## src/rtl/dma_seq_pkg.sv

```systemverilog
package dma_seq_pkg;
  typedef enum logic [2:0] {
    S_IDLE,
    S_FILL,
    S_REQ,
    S_BURST,
    S_DRAIN
  } seq_state_e;
endpackage

```

## src/rtl/dma_seq_fifo.sv

```systemverilog
module dma_seq_fifo #(
  parameter int DW    = 32,
  parameter int DEPTH = 8,
  localparam int AW   = $clog2(DEPTH),
  localparam int LW   = $clog2(DEPTH + 1)
) (
  input  logic          clk_i,
  input  logic          rst_ni,
  input  logic          flush_i,
  input  logic          push_i,
  input  logic [DW-1:0] wdata_i,
  input  logic          pop_i,
  output logic [DW-1:0] rdata_o,
  output logic [LW-1:0] level_o
);
  logic [DW-1:0] mem [DEPTH];
  logic [AW-1:0] wptr, rptr;
  logic [LW-1:0] cnt;
  logic do_push, do_pop;

  assign do_push = push_i && (cnt != LW'(DEPTH));
  assign do_pop  = pop_i && (cnt != '0);
  assign rdata_o = mem[rptr];
  assign level_o = cnt;

  function automatic logic [AW-1:0] inc(input logic [AW-1:0] p);
    return (p == AW'(DEPTH - 1)) ? '0 : p + 1'b1;
  endfunction

  always_ff @(posedge clk_i) begin
    if (do_push && !flush_i) mem[wptr] <= wdata_i;
  end

  always_ff @(posedge clk_i or negedge rst_ni) begin
    if (!rst_ni) begin
      wptr <= '0;
      rptr <= '0;
      cnt  <= '0;
    end else if (flush_i) begin
      wptr <= '0;
      rptr <= '0;
      cnt  <= '0;
    end else begin
      if (do_push) wptr <= inc(wptr);
      if (do_pop)  rptr <= inc(rptr);
      case ({do_push, do_pop})
        2'b10:   cnt <= cnt + 1'b1;
        2'b01:   cnt <= cnt - 1'b1;
        default: cnt <= cnt;
      endcase
    end
  end
endmodule

```

## src/rtl/dma_seq_chan.sv

```systemverilog
module dma_seq_chan #(
  parameter int CW = 16
) (
  input  logic          clk_i,
  input  logic          rst_ni,
  input  logic          ld_i,
  input  logic          ld_wr_i,
  input  logic [CW-1:0] ld_words_i,
  input  logic          dec_i,
  input  logic          fin_i,
  input  logic          clr_i,
  output logic          busy_o,
  output logic          wr_o,
  output logic [CW-1:0] rem_o,
  output logic          done_o
);
  always_ff @(posedge clk_i or negedge rst_ni) begin
    if (!rst_ni) begin
      busy_o <= 1'b0;
      wr_o   <= 1'b0;
      rem_o  <= '0;
      done_o <= 1'b0;
    end else begin
      if (fin_i) begin
        busy_o <= 1'b0;
        done_o <= 1'b1;
      end else begin
        if (clr_i) done_o <= 1'b0;
        // loads into a busy channel or of zero length are dropped
        if (ld_i && !busy_o && ld_words_i != '0) begin
          busy_o <= 1'b1;
          wr_o   <= ld_wr_i;
        end
      end
      if (ld_i && !busy_o && ld_words_i != '0) rem_o <= ld_words_i;
      else if (dec_i)                          rem_o <= rem_o - 1'b1;
    end
  end
endmodule

```

## src/rtl/dma_seq_top.sv

```systemverilog
module dma_seq_top
  import dma_seq_pkg::*;
#(
  parameter int DW    = 32,
  parameter int DEPTH = 8,
  parameter int CW    = 16,
  localparam int LW   = $clog2(DEPTH + 1)
) (
  input  logic          clk_i,
  input  logic          rst_ni,
  input  logic          ld_valid_i,
  input  logic          ld_chan_i,
  input  logic          ld_wr_i,
  input  logic [CW-1:0] ld_words_i,
  input  logic [1:0]    done_clr_i,
  output logic          trq_o,
  input  logic          tack_i,
  input  logic [DW-1:0] tdat_i,
  output logic [DW-1:0] tdat_o,
  output logic          teop_o,
  output logic          breq_o,
  input  logic          bgnt_i,
  output logic          bstart_o,
  output logic          bburst_o,
  input  logic          bstrb_i,
  input  logic [DW-1:0] bdat_i,
  output logic [DW-1:0] bdat_o,
  input  logic          obst_i,
  output logic          cur_ch_o,
  output logic [1:0]    done_o,
  output logic [LW-1:0] fifo_level_o
);
  localparam logic [CW-1:0] DEPTH_C = CW'(DEPTH);

  seq_state_e st, nxt;
  logic          cur, pick, pick_en, hold, hold_set, teop_q;
  logic [LW-1:0] bcnt, level;
  logic [1:0]    busy_a, wr_a;
  logic [CW-1:0] rem_a [2];
  logic          cur_wr, push, pop, flush, fin;
  logic [CW-1:0] cur_rem;
  logic [DW-1:0] head;

  for (genvar g = 0; g < 2; g++) begin : g_chan
    dma_seq_chan #(.CW(CW)) i_chan (
      .clk_i      (clk_i),
      .rst_ni     (rst_ni),
      .ld_i       (ld_valid_i && (ld_chan_i == 1'(g))),
      .ld_wr_i    (ld_wr_i),
      .ld_words_i (ld_words_i),
      .dec_i      (pop && (cur == 1'(g))),
      .fin_i      (fin && (cur == 1'(g))),
      .clr_i      (done_clr_i[g]),
      .busy_o     (busy_a[g]),
      .wr_o       (wr_a[g]),
      .rem_o      (rem_a[g]),
      .done_o     (done_o[g])
    );
  end

  assign cur_wr  = wr_a[cur];
  assign cur_rem = rem_a[cur];
  assign pick    = busy_a[~cur] ? ~cur : cur;
  assign fin     = pop && (cur_rem == CW'(1));

  dma_seq_fifo #(.DW(DW), .DEPTH(DEPTH)) i_fifo (
    .clk_i   (clk_i),
    .rst_ni  (rst_ni),
    .flush_i (flush),
    .push_i  (push),
    .wdata_i (cur_wr ? tdat_i : bdat_i),
    .pop_i   (pop),
    .rdata_o (head),
    .level_o (level)
  );

  always_comb begin
    nxt      = st;
    push     = 1'b0;
    pop      = 1'b0;
    flush    = 1'b0;
    hold_set = 1'b0;
    pick_en  = 1'b0;
    unique case (st)
      S_IDLE: if (busy_a[pick]) begin
        pick_en = 1'b1;
        nxt     = wr_a[pick] ? S_FILL : S_REQ;
      end
      S_FILL: begin
        push = tack_i;
        if (tack_i && level == LW'(DEPTH - 1)) nxt = S_REQ;
      end
      S_REQ: if (bgnt_i) nxt = S_BURST;
      S_BURST: begin
        if (obst_i) begin
          flush    = 1'b1;
          hold_set = 1'b1;
          nxt      = S_IDLE;
        end else if (cur_wr) begin
          pop = bstrb_i;
          if (bstrb_i && cur_rem == CW'(1)) begin
            flush = 1'b1;            // drop prefetched surplus
            nxt   = S_IDLE;
          end else if (bstrb_i && level == LW'(1)) begin
            hold_set = 1'b1;         // write stall
            nxt      = S_IDLE;
          end
        end else begin
          push = bstrb_i;
          if (bstrb_i && bcnt == LW'(1)) begin
            hold_set = cur_rem > DEPTH_C;  // read stall
            nxt      = S_DRAIN;
          end
        end
      end
      S_DRAIN: begin
        pop = tack_i;
        if (tack_i && (cur_rem == CW'(1) || level == LW'(1))) nxt = S_IDLE;
      end
      default: nxt = S_IDLE;
    endcase
  end

  always_ff @(posedge clk_i or negedge rst_ni) begin
    if (!rst_ni) begin
      st     <= S_IDLE;
      cur    <= 1'b1;
      hold   <= 1'b0;
      bcnt   <= '0;
      teop_q <= 1'b0;
    end else begin
      st     <= nxt;
      teop_q <= fin;
      if (pick_en) cur <= pick;
      if (fin)           hold <= 1'b0;
      else if (hold_set) hold <= 1'b1;
      if (st == S_REQ && bgnt_i)
        bcnt <= (cur_rem > DEPTH_C) ? LW'(DEPTH) : cur_rem[LW-1:0];
      else if (push && st == S_BURST)
        bcnt <= bcnt - 1'b1;
    end
  end

  assign trq_o        = (st == S_FILL) || (st == S_DRAIN);
  assign breq_o       = (st == S_REQ) || (st == S_BURST) || hold;
  assign bstart_o     = (st == S_REQ) && bgnt_i;
  assign bburst_o     = (st == S_BURST);
  assign teop_o       = teop_q;
  assign tdat_o       = head;
  assign bdat_o       = head;
  assign cur_ch_o     = cur;
  assign fifo_level_o = level;
endmodule

```

## config.mk

```make
export PLATFORM = sky130hd
export DESIGN_NAME = dma_seq_top
export DESIGN_NICKNAME = d
export VERILOG_FILES = /design/src/rtl/dma_seq_pkg.sv /design/src/rtl/dma_seq_fifo.sv /design/src/rtl/dma_seq_chan.sv /design/src/rtl/dma_seq_top.sv
export SDC_FILE = /design/constraint.sdc
export NUM_CORES = 1
export LEC_CHECK = 0
export ABC_AREA = 1
export CELL_PAD_IN_SITES_DETAIL_PLACEMENT = 1
export CELL_PAD_IN_SITES_GLOBAL_PLACEMENT = 1
export CORE_MARGIN = 8
export CORE_UTILIZATION = 48
export CTS_CLUSTER_SIZE = 20
export DETAILED_ROUTE_END_ITERATION = 16
export PLACE_DENSITY_LB_ADDON = 0.12
export SKIP_LAST_GASP = 1
export SYNTH_ARGS = -nofsm -noshare
export SYNTH_HDL_FRONTEND = slang
export SYNTH_SLANG_ARGS = --single-unit
```

## constraint.sdc

```tcl
create_clock -name clk_i -period 7.18 [get_ports clk_i]
set_clock_uncertainty 0.05 [all_clocks]
set_input_delay 0.718 -clock clk_i [delete_from_list [all_inputs] [get_ports clk_i]]
set_output_delay 0.718 -clock clk_i [all_outputs]
set_load 0.03 [all_outputs]
```

* Word-level counts from Yosys, hierarchy flattened
Memories as Yosys holds them, arrays and structs flattened.
Index checks and enable logic that the tools add are counted.
** Word-level totals
- Register bits after elaboration :: 58
- Memory bits (writable) :: 256
- Input bits :: 91
- Output and inout bits :: 76
- Memories :: 1
** Memories
- i_fifo.mem :: depth 8, bits a word 32, read ports 1, clocked after memory_dff 0, write ports 1, line dma_seq_fifo.sv:16 : logic [DW-1:0] mem [DEPTH];
** Operators by class
- $add $sub $neg :: 7
- $lt $le $gt $ge :: 5
- Eq/ne operators :: 19
- Muxes and demuxes :: 69
- Bitwise operators :: 5
- Reduce and logical (&&, ||, !) cells :: 45
** Operators with widths (number)
- 16-bit two-way mux :: 7
- 3-bit two-way mux :: 15
- 1-bit two-way mux :: 37
- 32-bit two-way mux :: 1
- 16-bit by 1-bit subtractor with 16-bit output (second input constant) :: 2
- 1-bit logical AND :: 21
- 2-bit nonzero test :: 10
- 16-bit by 1-bit equality test with 1-bit output (second input constant) :: 1
- 16-bit by 4-bit greater-than comparator with 1-bit output (second input constant) :: 1
- 4-bit two-way mux :: 4
- 16-bit nonzero test :: 1
- 3-bit case mux with 5 select lines :: 1
- 3-bit equality test (second input constant) :: 3
- 4-bit by 1-bit equality test with 1-bit output (second input constant) :: 2
- 2-bit inequality test (second input constant) :: 4
- 4-bit case mux with 2 select lines :: 1
- 4-bit by 1-bit subtractor with 4-bit output (second input constant) :: 2
- 3-bit by 1-bit adder with 3-bit output (second input constant) :: 2
- 3-bit by 2-bit equality test with 1-bit output (second input constant) :: 2
- 1-bit by 2-bit < comparator with 1-bit output (second input constant) :: 3
- 6-bit AND reduction :: 1
- 5-bit by 3-bit inequality test with 1-bit output (second input constant) :: 1
- 4-bit by 1-bit adder with 4-bit output (second input constant) :: 1
- 4-bit by 3-bit equality test with 1-bit output (second input constant) :: 1
- 16 further kinds :: 26

* Logic depth before layout (Yosys ltp)
- Depth in word-level cells :: 14
- Mapped depth :: 15
- Mapped depth without buffers :: 14

* Modules after synthesis
A second synthesis with hierarchy kept.
** Second synthesis, totals
- Cells, all modules :: 1479
- Area, all modules :: 14955.6 um^2
** By module, submodules not included
- dma_seq_fifo :: instances 1, cells an instance 819, area an instance 10527.6 um^2, sequential area each 7937.6 um^2
- dma_seq_chan :: instances 2, cells an instance 205, area an instance 1365.1 um^2, sequential area each 475.5 um^2
- dma_seq_top :: instances 1, cells an instance 250, area an instance 1697.9 um^2, sequential area each 251.5 um^2

* Worst setup path after synthesis
No wires, ideal clock.
- Path type :: reg2reg
- From :: register cur, in the netlist cur_ch_o
- To :: memory i_fifo.mem[2][0], enable pin
- Library setup time :: 461 ps
- Arrival :: 3768 ps
- Required time :: 6669 ps
- Path slack :: 2901 ps
- Stages on the path, launching flop included :: 11
- Clock period less this slack :: 4279 ps
- Cells stage by stage :: dfstp_2 buf_6 buf_6 nand2_1 o21ai_2 nand2_1 nor2_2 o21ai_4 nor2_1 inv_1 nor3_1
** On the way
- Longest elaborated chain between the ends :: 14
** RTL lines
- start: declaration :: line dma_seq_top.sv:36 : logic cur, pick, pick_en, hold, hold_set, teop_q;
- start signal: assignment :: line dma_seq_top.sv:134 : if (pick_en) cur <= pick;
- 1-bit inverter with 2-bit output (not written as such) :: line dma_seq_top.sv:62 : assign cur_rem = rem_a[cur];
- 16-bit two-way mux (not written as such) (3 in a row) :: line dma_seq_top.sv:62
- 16-bit by 1-bit equality test with 1-bit output :: line dma_seq_top.sv:101 : if (bstrb_i && cur_rem == CW'(1)) begin
- 1-bit logical AND :: line dma_seq_top.sv:101
- 1-bit two-way mux :: line dma_seq_top.sv:101
- 1-bit two-way mux :: line dma_seq_top.sv:99 : end else if (cur_wr) begin
- 1-bit two-way mux :: line dma_seq_top.sv:95 : if (obst_i) begin
- 1-bit two-way mux :: line dma_seq_top.sv:84 : unique case (st)
- 1-bit logical NOT :: line dma_seq_fifo.sv:31 : if (do_push && !flush_i) mem[wptr] <= wdata_i;
- 1-bit logical AND (*) :: line dma_seq_fifo.sv:31
- 1-bit two-way mux (*) :: line dma_seq_fifo.sv:31
- 1-bit two-way mux (not written as such) (*) :: line dma_seq_fifo.sv:31
- end: declaration :: line dma_seq_fifo.sv:16
Every way passes the cells marked *; elsewhere a longest branch is shown, timed or not. The select of a mux whose other input is x is not followed.

* Final worst setup path
- From :: register i_fifo.rptr[0]
- To :: output port bdat_o[6]
** On the way
- Longest elaborated chain between the ends :: 1
** RTL lines
- start: declaration :: line dma_seq_fifo.sv:17 : logic [AW-1:0] wptr, rptr;
- start signal: assignment :: line dma_seq_fifo.sv:45 : if (do_pop) rptr <= inc(rptr);
- memory 8 x 32 bit
- end: declaration :: line dma_seq_top.sv:27 : output logic [DW-1:0] bdat_o,
No other way between the ends.

==> summary.txt <==
status: complete, no violations
vias: 10.9k
Sequential Area: 9150 um^2
post-synth cell types: 42
Tot Pwr: 6.67 mW
DPL Wire Length: 25.2 mm
first-pass GRT wire length: 65.1 mm
most common cell after layout, fill and taps aside: nor2_1
# fillers: 3216
kind of critical path: reg2out
routed len/inst: 21.1 um
area occupied by multi-input gates: 4370 um^2
Crit path max-delay family: buffers and inverters
Die H: 188 um
worst-path fanout max: 70
slew margin rel.: 0.415
Slew @ Worst Pin: 0.878 ns
largest net degree at the start of global routing: 76
CTS tree: built
Post-CTS Setup Inserts: 0
crit-path max cell delay: 0.85 ns
setup slack, reg-to-reg: 3.87 ns
Initial DRC Count: 722
starting density of the core: 0.484
#FFs+latches synth: 314
max-cap viol count: 0
Hold Fails Final Rpt: 0
DRC viols: 0
critical path depth in cells: 7
total gr overflow: 0
Buf/Inv on CP: 3
aggregate routed wire length: 40.8 mm
sequential share of the synthesized area: 0.640
post-detailed-route count of antenna-violating nets: 0
Reg2Reg Launch Point: cur_ch_o
Post-Syn Area per Cell: 10.3 um^2
CTS max path bufs: 3
initial antenna violation count: 0
num ports: 167
Worst setup SP type: flip-flop
RR Endpoint: i_fifo.mem[7][31]
Root Driver: clkbuf_16
CP max-delay cell: clkinv_2
setup tns final: 0 ns
Worst-Skew Late Latency: 0.51 ns
Chip Width: 188 um
htree depth: 2
DR vias/cell: 5.66
Slew Limit Fails: 0
row count: 63
Synth Instances: 1392
Tmin final: 4.94 ns
I/O Buffers: 166
CTS Hold Buffers Added: 0
Cell Area, Synth: 14300 um^2
layout cell share with drive strength beyond 1: 0.0662
Leak: 6.44 nW
fin crit share: 0.688
f_max: 202 MHz
GP Congestion: 0.819
Crit. End Element: output pin
syn nets: 1494
Power Dens Cells: 388 nW/um^2
CTS clk-pin slew, worst paths: 0.06 ns
RSZ-0062 raised after global routing: no
most frequent cells in the layout: 284 x nor2_1, 256 x edfxtp_1, 227 x nand2_1, 165 x clkdlybuf4s50_1, 146 x o21ai_0
final setup fails: 0
cells along the critical path: clkinv_2, buf_4, o21ai_0, o22ai_1, nor2_1, a31oi_1, clkdlybuf4s50_1
full die area: 35500 um^2
Layout area overhead: 20.5%
R2R cell count: 9
DRT Pass-1 Iters: 5
Num CTS Buffers: 35
CP required: 6.41 ns
post-cts resize count: 0
core outline area: 29500 um^2
vias in the first global route: 11.8k
Ys Warns: 0
final net count: 1617
GRT Resource Usage Total: 0.229
Hold Path Class: in2async
Worst EP arrival: 4.17 ns
Num Clock Sinks: 314
Max IR drop VDD: 0.276 mV
ant diodes: 0
## worst max-delay path by stage
stage,from,to
global placement,i_fifo.rptr[0],bdat_o[6]
floorplan,cur_ch_o,i_fifo.mem[2][0]
global route,i_fifo.rptr[0],bdat_o[6]
CTS,i_fifo.rptr[0],bdat_o[6]
detailed placement,i_fifo.rptr[0],bdat_o[7]
finish,i_fifo.rptr[0],bdat_o[6]
## final cells by class
cell class / count / share of cell area
inverters: 79 / 0.0173
well taps: 390 / 0.0284
clock inverters: 20 / 0.0103
multi-input cells: 903 / 0.254
repair buffers: 182 / 0.103
flip-flops and latches: 314 / 0.532
clock buffers: 43 / 0.0545
## flip-flops by register name, summed over array words and instances, names as in the netlist
name,count
i_fifo.rptr,3
i_fifo.mem,256
teop_o,1
hold,1
i_fifo.wptr,3
bcnt,4
g_chan.i_chan.done_o,2
st,3
g_chan.i_chan.rem_o,32
g_chan.i_chan.wr_o,2
g_chan.i_chan.busy_o,2
cur_ch_o,1
i_fifo.level_o,4
## where the power goes
part | internal (mW) | leakage [nW] | total [mW] | switching [mW]
Sequential | 2.30 | 3.02 | 2.48 | 0.176
Clock | 1.04 | 0.547 | 1.74 | 0.704
Combinational | 0.814 | 2.88 | 2.45 | 1.64
Total | 4.15 | 6.44 | 6.67 | 2.52
## metrics by stage
step	cells	hold slack (ns)	area [um^2]	worst slack, ns	util
after detailed placement	1868	0.456	16100	2.78	0.545
after floorplan	1392	0.372	14300	2.90	-
final	1931	0.331	17200	2.24	0.583
after global routing	1931	0.381	17200	1.98	0.583
after CTS	1931	0.356	17200	2.21	0.583
after global placement	1868	0.439	16100	2.99	0.545
## cell families after synthesis
| logic type | Yosys count | synth area share |
|---|---|---|
| buf+inv | 175 | 0.0576 |
| simple gates | 599 | 0.168 |
| xor+xnor | 19 | 0.0117 |
| compound gates | 274 | 0.112 |
| fa+ha+maj | 11 | 0.00964 |
| flops | 314 | 0.640 |
## cell usage after synthesis (all sizes together)
library cell | count | area [um^2]
nand3b | 1 | 7.51
edfxtp | 256 | 7690
nor3 | 10 | 50.1
nor2 | 294 | 1120
clkbuf | 45 | 169
ha | 11 | 138
nand2 | 236 | 918
o21ai | 152 | 791
or2 | 1 | 6.26
nand3 | 46 | 230
xnor2 | 1 | 8.76
dfstp | 1 | 26.3
clkinv | 1 | 3.75
inv | 78 | 293
xor2 | 18 | 158
a21oi | 17 | 92.6
o211a | 1 | 10.0
a21boi | 1 | 7.51
o21bai | 1 | 7.51
nand4 | 10 | 62.6
a41oi | 1 | 8.76
a31oi | 33 | 206
nor3b | 1 | 7.51
o211ai | 17 | 128
o221ai | 10 | 87.6
o22ai | 34 | 213
a22oi | 4 | 30.0
dfrtp | 57 | 1430
o31ai | 3 | 22.5
buf | 51 | 357
## routing by layer
metal	share of wire	GRT usage
met5	0	0
met4	0.019	0.0601
met3	0.050	0.0427
met2	0.50	0.401
met1	0.43	0.288
## worst register-to-register path: cells and delay by family (launching register included)
family | cells | cell delay (ns)
AO/OA/AOI/OAI | 2 | 0.22
AND/OR/NAND/NOR | 5 | 1.25
flip-flops | 1 | 0.86
buffers and inverters | 2 | 0.59
Note: power is estimated with default switching activity, not from simulation.
